==> src/rtl/xlat_pkg.sv <==
package xlat_pkg;
    localparam int VA_W  = 32;
    localparam int OFS_W = 13;
    localparam int VPN_W = VA_W - OFS_W;
    localparam int PFN_W = 19;
    localparam int PA_W  = PFN_W + OFS_W;

    typedef struct packed {
        logic             valid;
        logic             wr_ok;
        logic             refd;
        logic             dirty;
        logic [VPN_W-1:0] vpn;
        logic [PFN_W-1:0] pfn;
    } xlat_entry_t;

    typedef struct packed {
        logic            valid;
        logic [PA_W-1:0] paddr;
        logic            miss;
        logic            prot;
        logic            refd;
        logic            dirty;
        logic            multi;
    } xlat_rsp_t;

    function automatic logic [PA_W-1:0] make_paddr(logic [PFN_W-1:0] pfn,
                                                   logic [VA_W-1:0]  va);
        return {pfn, va[OFS_W-1:0]};
    endfunction
endpackage

==> src/rtl/xlat_match.sv <==
module xlat_match
    import xlat_pkg::*;
#(
    parameter int N_ENT = 48,
    parameter int IW    = 6
) (
    input  logic                        clk,
    input  logic                        rst,
    input  logic [VPN_W-1:0]            key,
    input  logic [N_ENT-1:0][VPN_W-1:0] vpns,
    input  logic [N_ENT-1:0]            valid_vec,
    output logic                        hit,
    output logic [IW-1:0]               idx,
    output logic                        multi
);
    logic [N_ENT-1:0] eq;

    for (genvar gi = 0; gi < N_ENT; gi++) begin : g_cmp
        assign eq[gi] = valid_vec[gi] && (vpns[gi] == key);
    end

    always_comb begin
        idx = '0;
        for (int i = N_ENT - 1; i >= 0; i--) begin
            if (eq[i]) idx = IW'(i);
        end
    end

    assign hit   = |eq;
    assign multi = |(eq & (eq - 1'b1));

    AST_MATCH_KEY: assert property (@(posedge clk) disable iff (rst)
        hit |-> (valid_vec[idx] && vpns[idx] == key));
endmodule

==> src/rtl/xlat_victim.sv <==
module xlat_victim #(
    parameter int N_ENT = 48,
    parameter int IW    = 6
) (
    input  logic             clk,
    input  logic             rst,
    input  logic [N_ENT-1:0] valid_vec,
    input  logic [IW-1:0]    last_hit,
    input  logic             advance,
    output logic [IW-1:0]    victim
);
    logic [IW-1:0] ptr, rr_pick, free_idx;
    logic          free_found;

    function automatic logic [IW-1:0] step(logic [IW-1:0] x);
        return (x == IW'(N_ENT - 1)) ? '0 : x + 1'b1;
    endfunction

    always_comb begin
        free_found = 1'b0;
        free_idx   = '0;
        for (int i = N_ENT - 1; i >= 0; i--) begin
            if (!valid_vec[i]) begin
                free_found = 1'b1;
                free_idx   = IW'(i);
            end
        end
    end

    assign rr_pick = (ptr == last_hit) ? step(ptr) : ptr;
    assign victim  = free_found ? free_idx : rr_pick;

    always_ff @(posedge clk) begin
        if (rst)                         ptr <= '0;
        else if (advance && !free_found) ptr <= step(rr_pick);
    end

    if (N_ENT > 1) begin : g_chk
        AST_VICTIM_NOT_LAST: assert property (@(posedge clk) disable iff (rst)
            (&valid_vec) |-> (victim != last_hit));
    end
endmodule

==> src/rtl/xlat_buffer.sv <==
module xlat_buffer
    import xlat_pkg::*;
#(
    parameter int N_ENT = 48
) (
    input  logic             clk,
    input  logic             rst,
    input  logic             req_valid,
    input  logic [VA_W-1:0]  req_vaddr,
    input  logic             req_store,
    input  logic             fill_valid,
    input  logic [VPN_W-1:0] fill_vpn,
    input  logic [PFN_W-1:0] fill_pfn,
    input  logic             fill_wr_en,
    input  logic             flush,
    output logic             rsp_valid,
    output logic [PA_W-1:0]  rsp_paddr,
    output logic             rsp_miss,
    output logic             rsp_prot,
    output logic             rsp_ref,
    output logic             rsp_dirty,
    output logic             multi_hit
);
    localparam int IW = (N_ENT > 1) ? $clog2(N_ENT) : 1;

    xlat_entry_t                 tbl [N_ENT];
    logic [N_ENT-1:0]            valid_vec;
    logic [N_ENT-1:0][VPN_W-1:0] vpn_arr;
    xlat_rsp_t                   rsp_q;

    for (genvar gi = 0; gi < N_ENT; gi++) begin : g_flat
        assign valid_vec[gi] = tbl[gi].valid;
        assign vpn_arr[gi]   = tbl[gi].vpn;
    end

    logic [VPN_W-1:0] req_vpn;
    logic             lk_hit, lk_multi, fm_hit, fm_multi;
    logic [IW-1:0]    lk_idx, fm_idx, vic_idx, fill_idx, last_hit;
    xlat_entry_t      hit_ent;
    logic             store_blocked;

    assign req_vpn = req_vaddr[VA_W-1:OFS_W];

    xlat_match #(.N_ENT(N_ENT), .IW(IW)) u_lookup (
        .clk(clk), .rst(rst), .key(req_vpn), .vpns(vpn_arr),
        .valid_vec(valid_vec), .hit(lk_hit), .idx(lk_idx), .multi(lk_multi));

    xlat_match #(.N_ENT(N_ENT), .IW(IW)) u_fillmatch (
        .clk(clk), .rst(rst), .key(fill_vpn), .vpns(vpn_arr),
        .valid_vec(valid_vec), .hit(fm_hit), .idx(fm_idx), .multi(fm_multi));

    xlat_victim #(.N_ENT(N_ENT), .IW(IW)) u_victim (
        .clk(clk), .rst(rst), .valid_vec(valid_vec), .last_hit(last_hit),
        .advance(fill_valid && !flush && !fm_hit), .victim(vic_idx));

    assign fill_idx      = fm_hit ? fm_idx : vic_idx;
    assign hit_ent       = tbl[lk_idx];
    assign store_blocked = req_store && !hit_ent.wr_ok;

    always_ff @(posedge clk) begin
        if (rst) begin
            for (int i = 0; i < N_ENT; i++) tbl[i] <= '0;
            rsp_q    <= '0;
            last_hit <= '0;
        end else begin
            rsp_q.valid <= req_valid;
            rsp_q.miss  <= req_valid && !lk_hit;
            rsp_q.prot  <= req_valid && lk_hit && store_blocked;
            rsp_q.paddr <= (req_valid && lk_hit && !store_blocked)
                           ? make_paddr(hit_ent.pfn, req_vaddr) : '0;
            rsp_q.refd  <= req_valid && lk_hit && hit_ent.refd;
            rsp_q.dirty <= req_valid && lk_hit && hit_ent.dirty;
            rsp_q.multi <= (req_valid && lk_multi) || (fill_valid && fm_multi);
            if (req_valid && lk_hit) begin
                tbl[lk_idx].refd <= 1'b1;
                if (req_store && hit_ent.wr_ok) tbl[lk_idx].dirty <= 1'b1;
                last_hit <= lk_idx;
            end
            if (fill_valid) begin
                tbl[fill_idx] <= '{valid: 1'b1, wr_ok: fill_wr_en, refd: 1'b0,
                                   dirty: 1'b0, vpn: fill_vpn, pfn: fill_pfn};
            end
            if (flush) begin
                for (int i = 0; i < N_ENT; i++) tbl[i].valid <= 1'b0;
            end
        end
    end

    assign rsp_valid = rsp_q.valid;
    assign rsp_paddr = rsp_q.paddr;
    assign rsp_miss  = rsp_q.miss;
    assign rsp_prot  = rsp_q.prot;
    assign rsp_ref   = rsp_q.refd;
    assign rsp_dirty = rsp_q.dirty;
    assign multi_hit = rsp_q.multi;

    AST_MISS_NOT_PROT: assert property (@(posedge clk) disable iff (rst)
        rsp_miss |-> !rsp_prot);
    AST_OFFSET_PASS: assert property (@(posedge clk) disable iff (rst)
        (rsp_valid && !rsp_miss && !rsp_prot)
        |-> (rsp_paddr[OFS_W-1:0] == $past(req_vaddr[OFS_W-1:0])));
    AST_FAULT_ZERO_ADDR: assert property (@(posedge clk) disable iff (rst)
        (rsp_miss || rsp_prot) |-> (rsp_paddr == '0));
    AST_FLUSH_EMPTY: assert property (@(posedge clk) disable iff (rst)
        flush |=> (valid_vec == '0));
    AST_NO_DUP: assert property (@(posedge clk) disable iff (rst)
        !multi_hit);
    AST_RSP_NEEDS_REQ: assert property (@(posedge clk) disable iff (rst)
        !req_valid |=> !rsp_valid);
endmodule

==> config.mk <==
export PLATFORM = sky130hd
export DESIGN_NAME = xlat_buffer
export DESIGN_NICKNAME = d
export VERILOG_FILES = /design/src/rtl/xlat_pkg.sv /design/src/rtl/xlat_match.sv /design/src/rtl/xlat_victim.sv /design/src/rtl/xlat_buffer.sv
export SDC_FILE = /design/constraint.sdc
export NUM_CORES = 2
export LEC_CHECK = 0
export ABC_AREA = 1
export BUFFER_PORTS_ARGS = -buffer_cell sky130_fd_sc_hd__buf_4
export CAP_MARGIN = 40
export CORE_ASPECT_RATIO = 2
export CORE_MARGIN = 10
export CORE_UTILIZATION = 31
export DETAILED_ROUTE_END_ITERATION = 10
export PLACE_DENSITY = 0.55
export RECOVER_POWER = 100
export REMOVE_ABC_BUFFERS = 1
export SYNTH_ARGS = -nofsm -noshare
export SYNTH_HDL_FRONTEND = slang
export SYNTH_SLANG_ARGS = --single-unit
==> constraint.sdc <==
create_clock -name clk -period 8.9 [get_ports clk]
set_input_delay 0.445 -clock clk [delete_from_list [all_inputs] [get_ports clk]]
set_output_delay 0.445 -clock clk [all_outputs]
set_load 0.02 [all_outputs]
==> results.toml <==
[outcome]
status = "finished with violations"
violations = "max-capacitance violations, max-slew violations"

[layout]
post-route-util_pct = 35.3
regArea_mm2 = 0.0601
num-nets-final = 12300
fillers = 35800
area_growth_pct = 13.6
multiInputGateArea_mm2 = 0.0396
final_cells = 17000
drive_gt1_share_pct = 9.20

[sta]
fin_crit_sh_pct = 98.3
tns_ps = 0
hold_viol_final = 0
tightest_slew_ps = 1920
fin_skew_ps = 76.3
fin_ws_ps = 148
setup_viol = 0
slew_headroom_pct = -27.9
rsz0062_at_grt = "no"
maxSlewViolCount = 163
post-route-min-period_ps = 8750
max_freq_ghz = 0.114

[run]
cap_violations = 9

[critical_path]
cp-endpoint = "tbl[22][30]$_DFFE_PP_"
crit_path_frequent_cell = "nand2_1"
slowest_delay_ps = 1260
path_max_fanout = 39
crit_slowest_cell = "clkbuf_1"
end_kind = "flip-flop"
worstReg2RegEnd = "tbl[27][13]$_DFFE_PP_"
reg2reg_slack_ps = 650
worstPathRequired_ps = 9410
rr_worst_depth = 45
crit_type = "in -> reg"
worstPathArrival_ps = 9260
r2r-start = "tbl[42][41]$_DFF_P_"
start_kind = "input port"
startpoint = "fill_vpn[12]"

[grt]
grt_pass1_wl_um = 787000
grt_use_met3_pct = 5.97
use_met2_pct = 50.7
overflow = 0
antenna_found_initial = 17
grt_max_degree = 65
grt_pass1_vias = 97800
grtUsageMet1_pct = 29.6
grt_busiest_layer = "met2"
grtUsageTotal_pct = 30.0

[route]
drt_wl_total_um = 583000
ant_nets = 0
avgViaCountPerCell = 5.87
dr.pass1.iters = 9
vias = 100000
first_iter_violations = 12400
drt-wirelength-per-cell_um = 34.2
drc_errors = 0

[placement]
portBuffers = 114
pre_cts_ws_ps = 991
dp_cells = 16600
dp_hpwl_um = 392000
place_congestion = 1.08

[pwr]
leakage_nw = 48.4
totalPowerFinal_mw = 22.2
power.share.sequential_pct = 50.8
p_sw_mw = 6.04
swShare_pct = 27.2
pwr-share-comb_pct = 10.3
power_density_mw_per_mm2 = 182
clkPwrFrac_pct = 38.9
internal_power_mw = 16.1
vdd_drop_max_v = 0.000156

[floorplanning]
die_area_mm2 = 0.372
die_height_um = 852
io_pins = 115
rows = 305
fp.coreArea_mm2 = 0.345
start_util_pct = 31.1
die_w_um = 436

[logic_synthesis]
yosysUniqueCellTypes = 63
ys_seq_elements = 2066
synth_area_mm2 = 0.107
ys_seq_area_share_pct = 56.0
synth-edff-count = 1872
synth_cells = 12200
synth.avg_cell_area_um2 = 8.80
async_flop_share_pct = 0
ys.flop_type = "edfxtp_1"
ys_warn_count = 0

[clock_tree]
cts_buffers = 193
htreeDepth = 4
cts_resized = 0
cts.sinks = 2066
clock_path_buffers = 4
clock_latency_ps = 940
cts-root-buf = "clkbuf_16"
cts_tree = "built"
clkTransAtPathRegs_ps = 70

[hold_path]
hp-class = "in -> reg"
hold_path_depth = 3
==> registers in the layout, summed over array words and instances (netlist names), 6 cells and up <==
signal,count
u_victim.ptr,6
tbl,2016
rsp_paddr,32
last_hit,6
==> routing by layer <==
metal	part of all wire [%]	vias to the layer above
li1	-	41800
met1	30	48400
met2	47	6956
met3	8.9	2756
met4	13	10
met5	0.011	-
==> synthesized netlist by cell type (7+ instances only) <==
cell type     n  share of area, %
a2111oi_0    48              0.39
a211oi_1      8             0.056
a21boi_0      7             0.049
a21oi_1     120              0.56
a221o_1       7             0.065
a221oi_1    121              0.99
a22o_1        8             0.065
a31o_2        7             0.057
a31oi_1      11             0.064
and3_1       36              0.21
buf_1        56              0.20
buf_2       468               2.2
buf_4        69              0.48
buf_6        13              0.14
clkbuf_1    353               1.2
dfxtp_1     194               3.6
edfxtp_1   1872                52
inv_1       819               2.9
inv_2        47              0.16
nand2_1    2793               9.8
nand3_1     502               2.3
nand3b_1     10             0.070
nand4_1     202               1.2
nor2_1     2372               8.3
nor3_1       39              0.18
nor4_1      225               1.3
nor4b_1      20              0.16
o2111ai_1    26              0.21
o211ai_1     37              0.26
o21ai_0     319               1.5
o21ai_1      31              0.14
o221ai_1     25              0.20
o22ai_1     908               5.3
or2_2        38              0.22
or4_1         7             0.049
xnor2_1     116              0.95
xor2_1      210               1.7
==> stage by stage <==
stage | instance area, um^2 | hold WS, ps
6_report | 122000 | 76.4
4_1_cts | 123000 | 46.6
3_5_place_dp | 117000 | 462
2_1_floorplan | 103000 | 441
3_3_place_gp | 116000 | 461
5_1_grt | 122000 | 78.3
==> area by class of cell <==
| type | instances | area share (%) |
|---|---|---|
| sequential | 2066 | 49.3 |
| multi-input combinational | 8304 | 32.5 |
| timing repair buffer | 807 | 5.68 |
| tap | 4605 | 4.73 |
| clock buffer | 249 | 4.29 |
| inverter | 873 | 2.76 |
| clock inverter | 94 | 0.738 |
| antenna | 18 | 0.0369 |
==> cell families after synthesis <==
| group | share of synthesized area (%) |
|---|---|
| AOI/OAI and AO/OA | 10.1 |
| xor gates and xnor gates | 2.66 |
| adders and majority gates | 0.0233 |
| buffers and inverters | 7.29 |
| DFF | 56.0 |
| and+or+nand+nor | 24.0 |
==> power by group through the flow <==
stage	Sequential [mW]	Clock [mW]	Combinational (mW)
detailed placement	11.4	0	2.22
global placement	11.4	0	2.21
floorplan	11.3	0	0.922
finish	11.3	8.62	2.29
global route	11.3	8.97	2.31
CTS	11.2	8.67	2.23
==> timing repair <==
action	4_1_cts	5_1_grt
setup buffers	0	0
hold buffers	23	0
hold endpoints to repair	46	0
==> layout by cell type (no fill, tap or decap), drive strengths merged, types with 210 or more instances in the layout <==
cell type  Yosys  routed
inv          867     868
clkbuf       353     416
nand2       2799    2799
o22ai        908     908
nor4         225     225
edfxtp      1872    1872
nor2        2377    2377
buf          606     611
xor2         210     210
nand3        502     502
o21ai        350     350
==> worst min-delay path by stage <==
stage / from / end / slack, ps
final: fill_pfn[0] / tbl[12][0]$_DFFE_PP_ / 80
after global routing: fill_pfn[0] / tbl[14][0]$_DFFE_PP_ / 80
after CTS: fill_pfn[0] / tbl[10][0]$_DFFE_PP_ / 50
after detailed placement: tbl[41][39]$_SDFF_PP0_ / tbl[41][39]$_SDFF_PP0_ / 460
after global placement: tbl[39][39]$_SDFF_PP0_ / tbl[39][39]$_SDFF_PP0_ / 460
after floorplan: tbl[14][41]$_DFF_P_ / tbl[14][41]$_DFF_P_ / 440
==> critical path: cells and delay by family <==
kind,cells,cell delay (ps)
AO/OA/AOI/OAI,3,1540
buffers and inverters,7,3460
AND/OR/NAND/NOR,15,3650
Power figures use the tool's default switching activity.
